==> config.mk <==
export PLATFORM = sky130hd
export DESIGN_NAME = offset_cal_seq
export DESIGN_NICKNAME = d
export VERILOG_FILES = /design/src/rtl/ocal_pkg.sv /design/src/rtl/ocal_phase_det.sv /design/src/rtl/ocal_chan.sv /design/src/rtl/ocal_seq.sv /design/src/rtl/offset_cal_seq.sv
export SDC_FILE = /design/constraint.sdc
export NUM_CORES = 1
export LEC_CHECK = 0
export BUFFER_PORTS_ARGS = -buffer_cell sky130_fd_sc_hd__buf_2
export CAP_MARGIN = 0
export CORE_MARGIN = 2
export CORE_UTILIZATION = 40
export CTS_CLUSTER_DIAMETER = 30
export CTS_CLUSTER_SIZE = 24
export DETAILED_ROUTE_END_ITERATION = 12
export PLACE_DENSITY = 0.52
export SLEW_MARGIN = 20
export SYNTH_ARGS = -nofsm -noshare
export SYNTH_HDL_FRONTEND = slang
export SYNTH_HIERARCHICAL = 1
export SYNTH_SLANG_ARGS = --single-unit
==> constraint.sdc <==
create_clock -name clk -period 9.4 [get_ports clk]
set_input_delay 0.94 -clock clk [delete_from_list [all_inputs] [get_ports clk]]
set_output_delay 0.94 -clock clk [all_outputs]
set_load 0.05 [all_outputs]
==> src/rtl/ocal_pkg.sv <==
package ocal_pkg;
   typedef enum logic [1:0] {
      SPD_NORMAL = 2'b00,
      SPD_DOUBLE = 2'b01,
      SPD_QUAD   = 2'b10,
      SPD_RSVD   = 2'b11
   } speed_e;

   typedef enum logic {
      SQ_LATCH = 1'b0,
      SQ_RUN   = 1'b1
   } seq_state_e;
endpackage

==> src/rtl/ocal_phase_det.sv <==
module ocal_phase_det #(
   parameter int IW = 12
) (
   input  logic clk,
   input  logic rst_n,
   input  logic tick,
   output logic slip
);
   localparam logic [IW-1:0] ICNT_MAX = '1;

   logic [IW-1:0] icnt_q;
   logic [IW-1:0] ref_q;
   logic [1:0]    stage_q;

   // stage 0: no tick seen, 1: interval counting started, 2: reference held
   always_ff @(posedge clk or negedge rst_n) begin
      if (!rst_n) begin
         icnt_q  <= '0;
         ref_q   <= '0;
         stage_q <= 2'd0;
      end else begin
         if (tick)
            icnt_q <= IW'(1);
         else if (icnt_q != ICNT_MAX)
            icnt_q <= icnt_q + 1'b1;
         if (tick) begin
            if (stage_q != 2'd2) stage_q <= stage_q + 1'b1;
            if (stage_q != 2'd0) ref_q <= icnt_q;
         end
      end
   end

   assign slip = tick && (stage_q == 2'd2) && (icnt_q != ref_q);
endmodule

==> src/rtl/ocal_chan.sv <==
module ocal_chan #(
   parameter int DW = 24,
   parameter int AW = 13
) (
   input  logic                 clk,
   input  logic                 rst_n,
   input  logic                 clr,
   input  logic                 acc_en,
   input  logic                 load_off,
   input  logic                 out_en,
   input  logic signed [DW-1:0] raw,
   output logic signed [DW-1:0] data
);
   localparam int SW = DW + AW;
   localparam int XW = DW + 1;
   localparam logic signed [XW-1:0] POS_LIM = {2'b00, {(DW-1){1'b1}}};
   localparam logic signed [XW-1:0] NEG_LIM = {2'b11, {(DW-1){1'b0}}};

   logic signed [SW-1:0] acc_q;
   logic signed [SW-1:0] acc_sum;
   logic signed [DW-1:0] off_q;
   logic signed [XW-1:0] diff;
   logic signed [DW-1:0] sat_val;

   always_comb begin
      acc_sum = acc_q + $signed({{AW{raw[DW-1]}}, raw});
      diff    = $signed({raw[DW-1], raw}) - $signed({off_q[DW-1], off_q});
      if (diff > POS_LIM)
         sat_val = POS_LIM[DW-1:0];
      else if (diff < NEG_LIM)
         sat_val = NEG_LIM[DW-1:0];
      else
         sat_val = diff[DW-1:0];
   end

   always_ff @(posedge clk or negedge rst_n) begin
      if (!rst_n) begin
         acc_q <= '0;
         off_q <= '0;
         data  <= '0;
      end else if (clr) begin
         acc_q <= '0;
         off_q <= '0;
         data  <= '0;
      end else begin
         if (acc_en)   acc_q <= acc_sum;
         if (load_off) off_q <= DW'(acc_sum >>> AW);
         if (out_en)   data  <= sat_val;
      end
   end

   AST_DATA_ONLY_ON_TICK: assert property (@(posedge clk) disable iff (!rst_n)
      (!$past(out_en) && !$past(clr)) |-> $stable(data));
endmodule

==> src/rtl/ocal_seq.sv <==
module ocal_seq
   import ocal_pkg::*;
#(
   parameter int WIN_NORM = 8704,
   parameter int WIN_DBL  = 17408,
   parameter int WIN_QUAD = 34816,
   parameter int LAG      = 15,
   parameter int AW       = 13
) (
   input  logic   clk,
   input  logic   rst_n,
   input  logic   tick,
   input  speed_e speed,
   input  logic   slip,
   output logic   busy,
   output logic   valid,
   output logic   clr,
   output logic   acc_en,
   output logic   load_off,
   output logic   out_en
);
   localparam int WMAX  = (WIN_QUAD > WIN_DBL) ?
                          ((WIN_QUAD > WIN_NORM) ? WIN_QUAD : WIN_NORM) :
                          ((WIN_DBL > WIN_NORM) ? WIN_DBL : WIN_NORM);
   localparam int CW    = $clog2(WMAX + LAG + 2);
   localparam int AVG_N = 2 ** AW;

   seq_state_e    st_q;
   logic [CW-1:0] win_q;
   logic [CW-1:0] fcnt_q;
   logic [CW-1:0] k_next;
   logic          run_tick;

   function automatic logic [CW-1:0] win_of(input speed_e s);
      case (s)
         SPD_DOUBLE: return CW'(WIN_DBL);
         SPD_QUAD:   return CW'(WIN_QUAD);
         default:    return CW'(WIN_NORM);
      endcase
   endfunction

   assign run_tick = tick && (st_q == SQ_RUN) && !slip;
   assign k_next   = fcnt_q + 1'b1;
   assign clr      = slip;
   assign acc_en   = run_tick && (int'(k_next) + AVG_N > int'(win_q)) &&
                     (int'(k_next) <= int'(win_q));
   assign load_off = run_tick && (k_next == win_q);
   assign out_en   = run_tick && (int'(k_next) >= int'(win_q) + LAG);

   always_ff @(posedge clk or negedge rst_n) begin
      if (!rst_n) begin
         st_q   <= SQ_LATCH;
         win_q  <= '0;
         fcnt_q <= '0;
         busy   <= 1'b1;
         valid  <= 1'b0;
      end else if (slip) begin
         st_q   <= SQ_LATCH;
         fcnt_q <= '0;
         busy   <= 1'b1;
         valid  <= 1'b0;
      end else if (st_q == SQ_LATCH) begin
         st_q  <= SQ_RUN;
         win_q <= win_of(speed);
      end else if (run_tick) begin
         if (int'(fcnt_q) < int'(win_q) + LAG) fcnt_q <= k_next;
         if (load_off) busy  <= 1'b0;
         if (out_en)   valid <= 1'b1;
      end
   end

   AST_VALID_EXCLUDES_BUSY: assert property (@(posedge clk) disable iff (!rst_n)
      valid |-> !busy);
   AST_VALID_RISES_ON_TICK: assert property (@(posedge clk) disable iff (!rst_n)
      $rose(valid) |-> $past(tick));
   AST_BUSY_FALLS_ON_TICK: assert property (@(posedge clk) disable iff (!rst_n)
      $fell(busy) |-> $past(tick));
   AST_RESTART_REARMS: assert property (@(posedge clk) disable iff (!rst_n)
      slip |=> (busy && !valid));
   AST_WINDOW_HELD: assert property (@(posedge clk) disable iff (!rst_n)
      ((st_q == SQ_RUN) && $past(st_q == SQ_RUN)) |-> $stable(win_q));
endmodule

==> src/rtl/offset_cal_seq.sv <==
module offset_cal_seq
   import ocal_pkg::*;
#(
   parameter int DATA_W   = 24,
   parameter int WIN_NORM = 8704,
   parameter int WIN_DBL  = 17408,
   parameter int WIN_QUAD = 34816,
   parameter int VALID_LAG = 15,
   parameter int AVG_LOG2 = 13,
   parameter int PHASE_W  = 12
) (
   input  logic                     clk,
   input  logic                     rst_n,
   input  logic                     wck_tick,
   input  logic [1:0]               speed_sel,
   input  logic                     zc_cfg,
   input  logic signed [DATA_W-1:0] raw_l,
   input  logic signed [DATA_W-1:0] raw_r,
   output logic                     cal_busy,
   output logic                     zc_sel,
   output logic signed [DATA_W-1:0] out_l,
   output logic signed [DATA_W-1:0] out_r,
   output logic                     out_valid
);
   localparam int NCH   = 2;
   localparam int AVG_N = 2 ** AVG_LOG2;

   if (AVG_LOG2 < 1 || AVG_N > WIN_NORM || AVG_N > WIN_DBL || AVG_N > WIN_QUAD) begin : g_bad_avg
      $error("averaging span must be at least 2 and fit every window");
   end
   if (DATA_W < 2 || PHASE_W < 2 || VALID_LAG < 0) begin : g_bad_width
      $error("width or lag parameter out of range");
   end

   logic slip, clr, acc_en, load_off, out_en;
   logic signed [DATA_W-1:0] raw_a [NCH];
   logic signed [DATA_W-1:0] out_a [NCH];

   assign raw_a[0] = raw_l;
   assign raw_a[1] = raw_r;
   assign out_l    = out_a[0];
   assign out_r    = out_a[1];
   assign zc_sel   = cal_busy ? zc_cfg : 1'b1;

   ocal_phase_det #(.IW(PHASE_W)) u_phase (
      .clk  (clk),
      .rst_n(rst_n),
      .tick (wck_tick),
      .slip (slip)
   );

   ocal_seq #(
      .WIN_NORM(WIN_NORM),
      .WIN_DBL (WIN_DBL),
      .WIN_QUAD(WIN_QUAD),
      .LAG     (VALID_LAG),
      .AW      (AVG_LOG2)
   ) u_seq (
      .clk     (clk),
      .rst_n   (rst_n),
      .tick    (wck_tick),
      .speed   (speed_e'(speed_sel)),
      .slip    (slip),
      .busy    (cal_busy),
      .valid   (out_valid),
      .clr     (clr),
      .acc_en  (acc_en),
      .load_off(load_off),
      .out_en  (out_en)
   );

   for (genvar c = 0; c < NCH; c++) begin : g_ch
      ocal_chan #(.DW(DATA_W), .AW(AVG_LOG2)) u_chan (
         .clk     (clk),
         .rst_n   (rst_n),
         .clr     (clr),
         .acc_en  (acc_en),
         .load_off(load_off),
         .out_en  (out_en),
         .raw     (raw_a[c]),
         .data    (out_a[c])
      );
   end
endmodule

==> flow_metrics.env, run 1 <==
export IMPL_worst_slew_pin_transition_ns=1.08
export IMPL_post_cts_repair_setup_buffers=0
export IMPL_port_buffers=104
export IMPL_post_cts_hold_buffer_count=0
export IMPL_clock_sinks=218
export IMPL_synth_cell_types=104
export IMPL_area_growth_from_synthesis_to_layout_pct=20.0
export IMPL_power_density_nw_per_um2=347
export IMPL_max_slew_margin=0.280
export IMPL_cts_repair_resize_count=0
export IMPL_synth_flop_cell="dfrtp_1"
export IMPL_cp_max_fo=23
export IMPL_tritoncts_num_buffers=69
export IMPL_insertedDiodeCount=0
export IMPL_cts_tree="built"
export IMPL_overflow=0
export IMPL_hpwl_microns=33200
export IMPL_clk_pin_slew_worst_paths_ns=0.04
export IMPL_synth_nets=2051
export IMPL_utilization=0.484
export IMPL_die_h_microns=209
export IMPL_synth_yosys_warnings=6
export IMPL_synth_area_per_cell_sq_um=9.08
export IMPL_detail_route_vias_per_cell=5.59
export IMPL_unrepaired_setup_endpoints_after_global_routing="no"
export IMPL_finalSetupTns_ns=0
export IMPL_grt_max_degree=105
export IMPL_io_pin_count=105
export IMPL_worst_ir_drop_on_vdd_mv=0.241
export IMPL_criticalPathCategory="register to register"
export IMPL_core_area_sq_um=41700
export IMPL_drv_max_cap_violation_count=0
export IMPL_nNetsFinal=2157
export IMPL_synth_edf_count=0
export IMPL_report_final_hold_viol_count=0
export IMPL_share_of_cells_above_drive_strength_1=0.152
export IMPL_arrival_ns=5.65
export IMPL_timing_hold_worst_class="input pin to async pin"
export IMPL_outcome="completed"
export IMPL_async_flop_share=1.00
export IMPL_total_leakage_power_nw=9.43
export IMPL_gp_congestion=0.884
export IMPL_finalWirelength_microns=45800
export IMPL_worst_setup_path_end_kind="register"
export IMPL_cp_start_kind="register"
export IMPL_synthesis_area_sq_um=16800
export IMPL_die_width_microns=209
export IMPL_synth_seq_cells=218
export IMPL_setup_viol=0
export IMPL_overall_global_routing_resource_usage=0.213
export IMPL_layout_cells_most_common="nor2_1"
export IMPL_detailedRoute_firstPassIterationCount=5
export IMPL_die_area_sq_um=43600
export IMPL_clock_tree_buffer_depth=3
export IMPL_effective_utilization_at_floorplan=0.403
export IMPL_final_max_slew_viol_count=0
export IMPL_finalCritPeriodShare=0.552
export IMPL_syn_instance_count=1849
export IMPL_detail_route_iter0_violations=843
export IMPL_wire_per_inst_microns=18.0
export IMPL_mostFrequentLayoutCells="nor2_1 (221), dfrtp_1 (217), ha_1 (144), a21oi_1 (112), buf_2 (103)"
export IMPL_cts_htree_levels=3
export IMPL_ant_nets=0
export IMPL_clock_insertion_delay_worst_skew_ns=0.58
export IMPL_route_vias_total=14300
export IMPL_clk_root_buffer_cell="clkbuf_16"
export IMPL_clock_skew_final_ns=0.0214
export IMPL_grt_pass1_vias=13800
export IMPL_route_detailed_drc=0
export IMPL_grt_pass1_wl_microns=74900
export IMPL_required_ns=9.86
export IMPL_synth_seq_area_share=0.325
export IMPL_report_power_total_mw=6.98
export IMPL_initial_antenna_violation_count=0
export IMPL_std_cell_rows=75
export IMPL_post_route_min_period_ns=5.19
export IMPL_max_freq_mhz=193
-- worst max-delay path, cell delays in order, from the launching register on --
cell and delay (ns):
dfrtp_1 0.52, ha_1 0.38, nand3_2 0.26, nor3_2 0.32
nand3_1 0.20, xnor2_1 0.26, ha_1 0.29, a21o_1 0.16
a21oi_1 0.22, o21ai_0 0.12, o41a_1 0.50, nor2b_1 0.24
nand2b_1 0.15, nor3b_1 0.07, or4b_1 0.90, a221o_1 0.47
-- report_power, final --
| group | switching (mW) | total [mW] | leakage (nW) | internal [mW] |
|---|---|---|---|---|
| clock network | 0.684 | 2.35 | 1.18 | 1.66 |
| registers | 0.210 | 1.46 | 2.92 | 1.25 |
| logic | 1.98 | 3.18 | 5.33 | 1.20 |
-- cell usage after synthesis (9+ instances only) --
cell type  instances  area share
clkbuf_1          48       0.011
nor4_1            13      0.0048
inv_1             98       0.022
a211o_1           29       0.015
ha_1             144        0.11
a211oi_1          30       0.013
nand2b_1          19      0.0071
and3_1            17      0.0063
nand4_1           18      0.0067
xnor2_1           80       0.042
o211ai_1          22      0.0098
a221o_1           23       0.014
o21bai_1          14      0.0063
a31oi_1           13      0.0048
nor3_1            38       0.011
mux2i_1           73       0.044
a22o_1            13      0.0068
nand2_1           86       0.019
xor2_1            49       0.026
a21boi_0           9      0.0040
nor2_1           222       0.050
buf_2             17      0.0051
o21a_1            22      0.0098
o31ai_1           10      0.0045
dfrtp_1          217        0.32
and2_1            16      0.0060
mux2_2            13      0.0087
nor2b_1           21      0.0078
a21oi_1          112       0.033
nand3_1           51       0.015
or3_1             10      0.0037
a21o_1            50       0.022
o21ai_0           61       0.018
-- layer usage --
layer / track usage / wire [microns] / up-vias
met3: 0.0407 / 1730 / 71
met4: 0.0616 / 825 / 0
met1: 0.308 / 23100 / 6912
li1: - / - / 7024
met5: 0 / 0 / -
met2: 0.323 / 20200 / 246
-- layout make-up --
type / count / area (sq um)
fill: 4046 / 21500
multi-input combinational: 1453 / 10600
sequential: 218 / 5460
clock buffer: 94 / 1980
tap: 539 / 674
timing repair buffer: 115 / 613
clock inverter: 32 / 413
inverter: 98 / 368
-- final timing paths --
check	slack, ns	start	depth (start not counted)	endpoint
max	4.21	u_seq/fcnt_q[0]	15	g_ch[1].u_chan/data[21]
min	0.36	rst_n	1	g_ch[0].u_chan/acc_q[6]
max reg2reg	4.21	u_seq/fcnt_q[0]	15	g_ch[1].u_chan/data[21]
min reg2reg	0.48	g_ch[0].u_chan/off_q[6]	2	g_ch[0].u_chan/off_q[6]
max in group asynchronous	6.91	rst_n	3	g_ch[1].u_chan/off_q[19]
min in group clk	0.48	g_ch[0].u_chan/off_q[6]	2	g_ch[0].u_chan/off_q[6]
-- state kept, by name (all words and copies together) (netlist names), 2 cells and up --
register / cells
g_ch.u_chan/acc_q: 74
g_ch.u_chan/data: 48
g_ch.u_chan/off_q: 48
u_seq/fcnt_q: 16
u_phase/icnt_q: 12
u_phase/ref_q: 12
u_seq/win_q: 3
u_phase/stage_q: 2
-- through the flow --
step	std cells	setup WS (ns)	hold slack (ns)	instance area (sq um)
global route	2549	3.84	0.428	20100
floorplan	1849	5.21	0.449	16800
CTS	2549	4.26	0.419	20100
detailed placement	2423	4.30	0.469	17800
finish	2549	4.21	0.361	20100
global placement	2423	4.39	0.469	17800
-- logic make-up after synthesis --
| group | synth area share |
|---|---|
| mux | 0.0551 |
| simple gates | 0.175 |
| xor+xnor | 0.0673 |
| compound gates | 0.221 |
| buf+inv | 0.0442 |
| flops | 0.325 |
| fa+ha+maj | 0.112 |
Note: power is estimated with default switching activity, not from simulation.
==> inputs of run 2 (changes only) <==
- ABC_AREA: unset -> 1
- clock period: 9.4 -> 4.92 ns (I/O delays scaled with it)
==> run 2 against run 1 <==
Compared with the run above: total power is 120% higher; clock-buffer cell count down 8; core utilization down 0.29 points; clock power up 92%; clock skew up 0.0031 ns; critical path type unchanged; global-route usage grew 4.4 points; final area up 14%; highest routed layer unchanged; worst hold slack worse by 0.19 ns.
==> flow_metrics.env, run 2 <==
export IMPL_synth_top_family_by_area="simple AND/OR/NAND/NOR gates"
export IMPL_detailedPlace_worstSlack_ns=0.908
export IMPL_synth_area_per_cell_sq_um=6.29
export IMPL_die_area_sq_um=50300
export IMPL_insertedDiodeCount=0
export IMPL_final_max_slew_viol_count=0
export IMPL_cp_start_kind="register"
export IMPL_worst_slew_pin_transition_ns=1.14
export IMPL_clock_sinks=218
export IMPL_effective_utilization_at_floorplan=0.406
export IMPL_clock_skew_final_ns=0.0245
export IMPL_detail_route_iter0_violations=1454
export IMPL_synth_cell_types=47
export IMPL_max_freq_mhz=246
export IMPL_top_regs="g_ch.u_chan/acc_q (74), g_ch.u_chan/data (48), g_ch.u_chan/off_q (48)"
export IMPL_layout_cells_most_common="nand2_1"
export IMPL_timing_reg2reg_worst_path_depth=21
export IMPL_unrepaired_setup_endpoints_after_global_routing="no"
export IMPL_clk_root_buffer_cell="clkbuf_16"
export IMPL_clock_tree_buffer_depth=3
export IMPL_synth_top_cell_by_area="dfrtp_1"
export IMPL_utilization=0.481
export IMPL_synth_seq_area_share=0.281
export IMPL_overflow=0
export IMPL_yosysMostFrequentCell="nand2_1"
export IMPL_post_route_min_period_ns=4.06
export IMPL_share_of_cells_above_drive_strength_1=0.105
export IMPL_die_width_microns=224
export IMPL_design_area_sq_um=23000
export IMPL_synthesis_area_sq_um=19400
export IMPL_detail_route_vias_per_cell=5.04
export IMPL_setup_viol=0
export IMPL_nNetsFinal=3430
export IMPL_worst_r2r_endpoint="g_ch[1].u_chan/data[11]"
export IMPL_synth_edf_count=0
export IMPL_grt_max_degree=124
export IMPL_clk_pin_slew_worst_paths_ns=0.04
export IMPL_finalWirelength_microns=64400
export IMPL_timing_hold_worst_class="input pin to register"
export IMPL_post_synth_main_area_contributors="dfrtp_1 (28%), nand2_1 (23%), inv_1 (9.4%)"
export IMPL_cts_repair_resize_count=0
export IMPL_initial_antenna_violation_count=0
export IMPL_std_cell_rows=80
export IMPL_total_leakage_power_nw=12.8
export IMPL_worst_setup_path_end_kind="register"
export IMPL_placed_cell_area_sq_um=20600
export IMPL_worstSetupStartpoint="u_seq/fcnt_q[0]"
export IMPL_die_h_microns=224
export IMPL_ant_nets=0
export IMPL_finalCritPeriodShare=0.825
export IMPL_cpMaxStageDelayCell="dfrtp_1"
export IMPL_port_buffers=104
export IMPL_finalSetupTns_ns=0
export IMPL_required_ns=5.42
export IMPL_critical_path_reg2reg_startpoint="u_seq/fcnt_q[0]"
export IMPL_synth_commonest_cells="nand2_1 (1,172), inv_1 (488), nor2_1 (235)"
export IMPL_criticalPathCategory="register to register"
export IMPL_outcome="completed"
export IMPL_biggest_register="g_ch.u_chan/acc_q"
export IMPL_cts_tree="built"
export IMPL_synth_top_cell_area_share=0.280
export IMPL_route_vias_total=19600
export IMPL_layout_filler_cells=5042
export IMPL_synth_area_in_xor_xnor=0.0280
export IMPL_post_synth_and_or_nand_nor_area_fraction=0.403
export IMPL_synth_fa_ha_area_frac=0.0969
export IMPL_synth_compound_gate_area_share=0.0789
export IMPL_synth_flop_cell="dfrtp_1"
export IMPL_drv_max_cap_violation_count=0
export IMPL_slowest_delay_ns=0.40
export IMPL_wire_per_inst_microns=16.5
export IMPL_tritoncts_num_buffers=69
export IMPL_async_flop_share=1.00
export IMPL_cts_htree_levels=3
export IMPL_setup_slack_ns=0.863
export IMPL_share_of_cell_area_taken_by_muxes_after_synthesis=0
export IMPL_cp_cell_sequence="ha_1 -> nand3_1 -> inv_1 -> nand3_1 -> o22ai_1 -> inv_1 -> ha_1 -> nand2_1 -> nor2_1 -> nand2_1 -> nor2_1 -> nand2_1 -> nand3b_1 -> nand2_1 -> inv_1 -> nor2_1 -> buf_4 -> nor2_1 -> buf_4 -> nand3_2 -> nand3_1"
export IMPL_post_cts_repair_setup_buffers=0
export IMPL_area_growth_from_synthesis_to_layout_pct=18.4
export IMPL_mostFrequentLayoutCells="nand2_1 (1,172), inv_1 (488), nor2_1 (228), dfrtp_1 (217), nand3_1 (189)"
export IMPL_route_detailed_drc=0
export IMPL_power_density_nw_per_um2=663
export IMPL_crit_end="g_ch[1].u_chan/data[11]"
export IMPL_arrival_ns=4.55
export IMPL_report_final_hold_viol_count=0
export IMPL_cp_max_fo=25
export IMPL_regToRegSetupSlack_ns=0.86
export IMPL_worst_ir_drop_on_vdd_mv=0.357
export IMPL_gp_congestion=0.964
export IMPL_syn_instance_count=3090
export IMPL_grt_pass1_vias=18600
export IMPL_io_pin_count=105
export IMPL_max_slew_margin=0.235
export IMPL_synth_yosys_warnings=6
export IMPL_detailedRoute_firstPassIterationCount=8
export IMPL_max_ffs_per_register=74
export IMPL_synth_seq_cells=218
export IMPL_core_area_sq_um=47800
export IMPL_overall_global_routing_resource_usage=0.258
export IMPL_clock_insertion_delay_worst_skew_ns=0.60
export IMPL_synth_nets=3292
export IMPL_hold_worst_slack_ns=0.168
export IMPL_grt_pass1_wl_microns=102000
export IMPL_hpwl_microns=51100
-- run 2: cell types whose count changed in the layout (fill, tap and decap cells not counted), moves of 30 or more --
| cell | previous run | this run |
|---|---|---|
| nand2_1 | 86 | 1172 |
| inv_1 | 98 | 488 |
| nand3_1 | 51 | 189 |
| nand4_1 | 18 | 103 |
| mux2i_1 | 73 | 0 |
| a21o_1 | 50 | 2 |
| o21ai_0 | 61 | 105 |
| xnor2_1 | 80 | 39 |
| a211oi_1 | 30 | 0 |
-- run 2: kinds of logic after synthesis --
family | count (synthesis)
buf+inv | 557
xor+xnor | 62
simple gates | 1832
fa+ha+maj | 148
flops | 218
compound gates | 273
-- run 2: layer usage --
metal / GRT usage / up-vias / share of wire / wire (microns)
li1: - / 10100 / - / -
met1: 0.369 / 8981 / 0.49 / 31600
met2: 0.390 / 486 / 0.43 / 27400
met3: 0.0473 / 111 / 0.053 / 3410
met4: 0.0833 / 0 / 0.031 / 1970
met5: 0 / - / 0 / 0
-- run 2: where the power goes --
group | internal (mW) | total (mW) | switching (mW)
clock network | 3.14 | 4.51 | 1.37
logic | 2.40 | 7.89 | 5.50
registers | 2.45 | 2.84 | 0.389
total | 7.99 | 15.2 | 7.25
-- run 2: area by class of cell --
| class | instances | area, sq um | area share |
|---|---|---|---|
| repair buffers | 120 | 666 | 0.0289 |
| multi-input cells | 2315 | 11800 | 0.514 |
| inverters | 504 | 1890 | 0.0823 |
| well taps | 615 | 769 | 0.0335 |
| clock buffers | 86 | 1850 | 0.0805 |
| flip-flops and latches | 218 | 5460 | 0.237 |
| clock inverters | 40 | 541 | 0.0235 |
-- run 2: metrics by stage --
stage          instances  total power, mW
3_3_place_gp        3771             10.6
3_5_place_dp        3771             10.7
6_report            3898             15.2
5_1_grt             3898             16.5
2_1_floorplan       3090             8.51
4_1_cts             3898             15.3
-- run 2: critical path, delay by kind of cell (launching register included) --
kind	cells	cell delay, ns
buffers and inverters	5	0.97
adder cells (fa/ha/maj)	2	0.52
AND/OR/NAND/NOR	13	1.89
flip-flops	1	0.40
AO/OA/AOI/OAI	1	0.17
-- run 2: worst min path at each step --
stage | depth (start not counted) | startpoint | end | slack, ns
2_1_floorplan | 0 | rst_n | g_ch[0].u_chan/acc_q[0] | 0.20
3_3_place_gp | 2 | g_ch[1].u_chan/acc_q[0] | g_ch[1].u_chan/acc_q[0] | 0.46
3_5_place_dp | 2 | u_seq/valid | u_seq/valid | 0.47
4_1_cts | 2 | wck_tick | u_phase/icnt_q[4] | 0.12
5_1_grt | 2 | wck_tick | u_phase/icnt_q[4] | 0.17
6_report | 2 | wck_tick | u_phase/icnt_q[4] | 0.17
-- run 2: repair_timing --
action                     4_1_cts  5_1_grt
hold endpoints to repair        29        0
hold buffers                     1        0
setup endpoints to repair        0        0
==> inputs of run 3 (changes only) <==
- ABC_AREA: 1 -> 0
- clock period: 4.92 -> 4.05 ns (I/O delays scaled with it)
==> run 3 against run 2 <==
Compared with the run above: via count shrank 26%; routed wire length fell by 26%; largest cell class unchanged; final area down 9.6%; critical endpoint is now g_ch[0].u_chan/acc_q[32]; clock power increased by 30%.
==> flow_metrics.env, run 3 (synthesized netlist as in run 1, its figures left out) <==
export IMPL_die_h_microns=209
export IMPL_detailedRoute_firstPassIterationCount=5
export IMPL_overall_global_routing_resource_usage=0.218
export IMPL_grt_pass1_wl_microns=76800
export IMPL_clk_pin_slew_worst_paths_ns=0.04
export IMPL_grt_most_used_layer="met2"
export IMPL_timing_hold_worst_class="input pin to register"
export IMPL_cp_start_kind="register"
export IMPL_detail_route_iter0_violations=1042
export IMPL_holdCritStartpoint="speed_sel[1]"
export IMPL_drv_max_cap_violation_count=0
export IMPL_die_width_microns=209
export IMPL_outcome="completed"
export IMPL_setup_viol=0
export IMPL_worst_ir_drop_on_vdd_mv=0.424
export IMPL_layout_filler_cells=3964
export IMPL_routing_usage_on_met2=0.343
export IMPL_worst_slew_pin_transition_ns=1.12
export IMPL_overflow=0
export IMPL_groute_layer_met3_usage=0.0412
export IMPL_clock_insertion_delay_worst_skew_ns=0.59
export IMPL_finalWirelength_microns=47600
export IMPL_layout_cells_most_common="nor2_1"
export IMPL_critical_path_reg2reg_startpoint="u_seq/fcnt_q[0]"
export IMPL_route_detailed_drc=0
export IMPL_route_vias_total=14500
export IMPL_clock_tree_buffer_depth=3
export IMPL_criticalPathCategory="register to register"
export IMPL_clock_skew_final_ns=0.0263
export IMPL_finalCritPeriodShare=0.964
export IMPL_nNetsFinal=2200
export IMPL_insertedDiodeCount=0
export IMPL_final_max_slew_viol_count=0
export IMPL_cp_max_fo=27
export IMPL_std_cell_rows=75
export IMPL_share_of_cells_above_drive_strength_1=0.180
export IMPL_worst_setup_path_end_kind="register"
export IMPL_required_ns=4.58
export IMPL_clk_root_buffer_cell="clkbuf_16"
export IMPL_power_density_nw_per_um2=810
export IMPL_die_area_sq_um=43600
export IMPL_hpwl_microns=34100
export IMPL_grt_use_met1=0.302
export IMPL_max_ffs_per_register=74
export IMPL_wire_per_inst_microns=18.3
export IMPL_cts_htree_levels=3
export IMPL_mostFrequentLayoutCells="nor2_1 (219), dfrtp_1 (213), ha_1 (143), a21oi_1 (111), buf_2 (103)"
export IMPL_placed_cells_incl_taps=2451
export IMPL_top_regs="g_ch.u_chan/acc_q (74), g_ch.u_chan/data (48), g_ch.u_chan/off_q (48)"
export IMPL_ant_nets=0
export IMPL_area_growth_from_synthesis_to_layout_pct=23.8
export IMPL_report_power_total_mw=16.8
export IMPL_max_freq_mhz=256
export IMPL_initial_antenna_violation_count=0
export IMPL_detail_route_vias_per_cell=5.57
export IMPL_total_leakage_power_nw=9.79
export IMPL_gp_congestion=0.843
export IMPL_io_pin_count=105
export IMPL_cts_tree="built"
export IMPL_final_cells=2598
export IMPL_clock_sinks=218
export IMPL_post_route_min_period_ns=3.91
export IMPL_biggest_register="g_ch.u_chan/acc_q"
export IMPL_unrepaired_setup_endpoints_after_global_routing="yes"
export IMPL_cpMaxStageDelayCell="nor2b_1"
export IMPL_tritoncts_num_buffers=74
export IMPL_report_final_hold_viol_count=0
export IMPL_arrival_ns=4.43
export IMPL_slowest_delay_ns=0.47
export IMPL_core_area_sq_um=41700
export IMPL_worstSetupStartpoint="u_seq/fcnt_q[0]"
export IMPL_cp_cell_sequence="nand4_1 -> nor3_4 -> and2_1 -> xor2_1 -> ha_1 -> ha_1 -> a21o_1 -> a21oi_1 -> a31oi_1 -> o21ai_1 -> a221oi_4 -> buf_12 -> buf_12 -> nor2b_1 -> a22o_1"
export IMPL_max_slew_margin=0.256
export IMPL_effective_utilization_at_floorplan=0.403
export IMPL_port_buffers=104
export IMPL_grt_pass1_vias=14200
export IMPL_grt_max_degree=109
run 3: routing by layer:
metal,vias up,routed length [microns]
li1,7132,-
met1,7007,23400
met2,255,21400
met3,73,1680
met4,0,1110
met5,-,0
run 3: layout make-up:
cell class / count / area, sq um / share of cell area
clock buffer: 93 / 2030 / 0.0978
clock inverter: 44 / 549 / 0.0264
inverter: 98 / 368 / 0.0177
multi-input combinational: 1453 / 10700 / 0.516
sequential: 218 / 5460 / 0.263
tap: 539 / 674 / 0.0324
timing repair buffer: 153 / 980 / 0.0471
run 3: path summary, 6_finish.rpt:
path	endpoint	slack (ns)	depth (start not counted)
max reg2reg	g_ch[0].u_chan/acc_q[32]	0.14	15
min reg2reg	g_ch[0].u_chan/data[8]	0.48	1
max in group asynchronous	u_seq/fcnt_q[1]	2.57	3
min	u_seq/win_q[13]	0.17	4
max	g_ch[0].u_chan/acc_q[32]	0.14	15
min in group asynchronous	g_ch[0].u_chan/acc_q[6]	0.47	2
run 3: what timing repair did:
action | 4_1_cts | 5_1_grt
hold buffers | 1 | 0
resized for setup | 1 | 14
endpoints found under the setup margin | 20 | 34
cloned | 0 | 0
endpoints found under the hold margin | 103 | 0
pin swaps | 0 | 5
buffers inserted | 0 | 9
run 3: worst max-delay path: cells and delay by family, from the launching register on:
family / cells / cell delay, ns
buf+inv: 2 / 0.44
fa+ha+maj: 2 / 0.61
simple gates: 4 / 1.18
xor+xnor: 1 / 0.27
flops: 1 / 0.41
compound gates: 6 / 0.91
run 3: per-stage QoR:
stage               setup WS (ns)  hold WS [ns]  TNS (ns)   util  area (sq um)
floorplan                  0.0468         0.109         0      -         16800
global placement            0.126         0.473         0  0.434         18100
detailed placement        -0.0184         0.471    -0.290  0.434         18100
CTS                       0.00317         0.153         0  0.496         20700
global route              -0.0282         0.169    -0.227  0.499         20800
finish                      0.145         0.175         0  0.499         20800
run 3: where the power goes:
| part | leakage, nW | switching, mW | internal, mW | total, mW |
|---|---|---|---|---|
| Combinational | 5.60 | 4.68 | 2.93 | 7.61 |
| Sequential | 2.91 | 0.466 | 2.90 | 3.36 |
| Clock | 1.28 | 1.65 | 4.22 | 5.87 |
| Total | 9.79 | 6.80 | 10.0 | 16.8 |
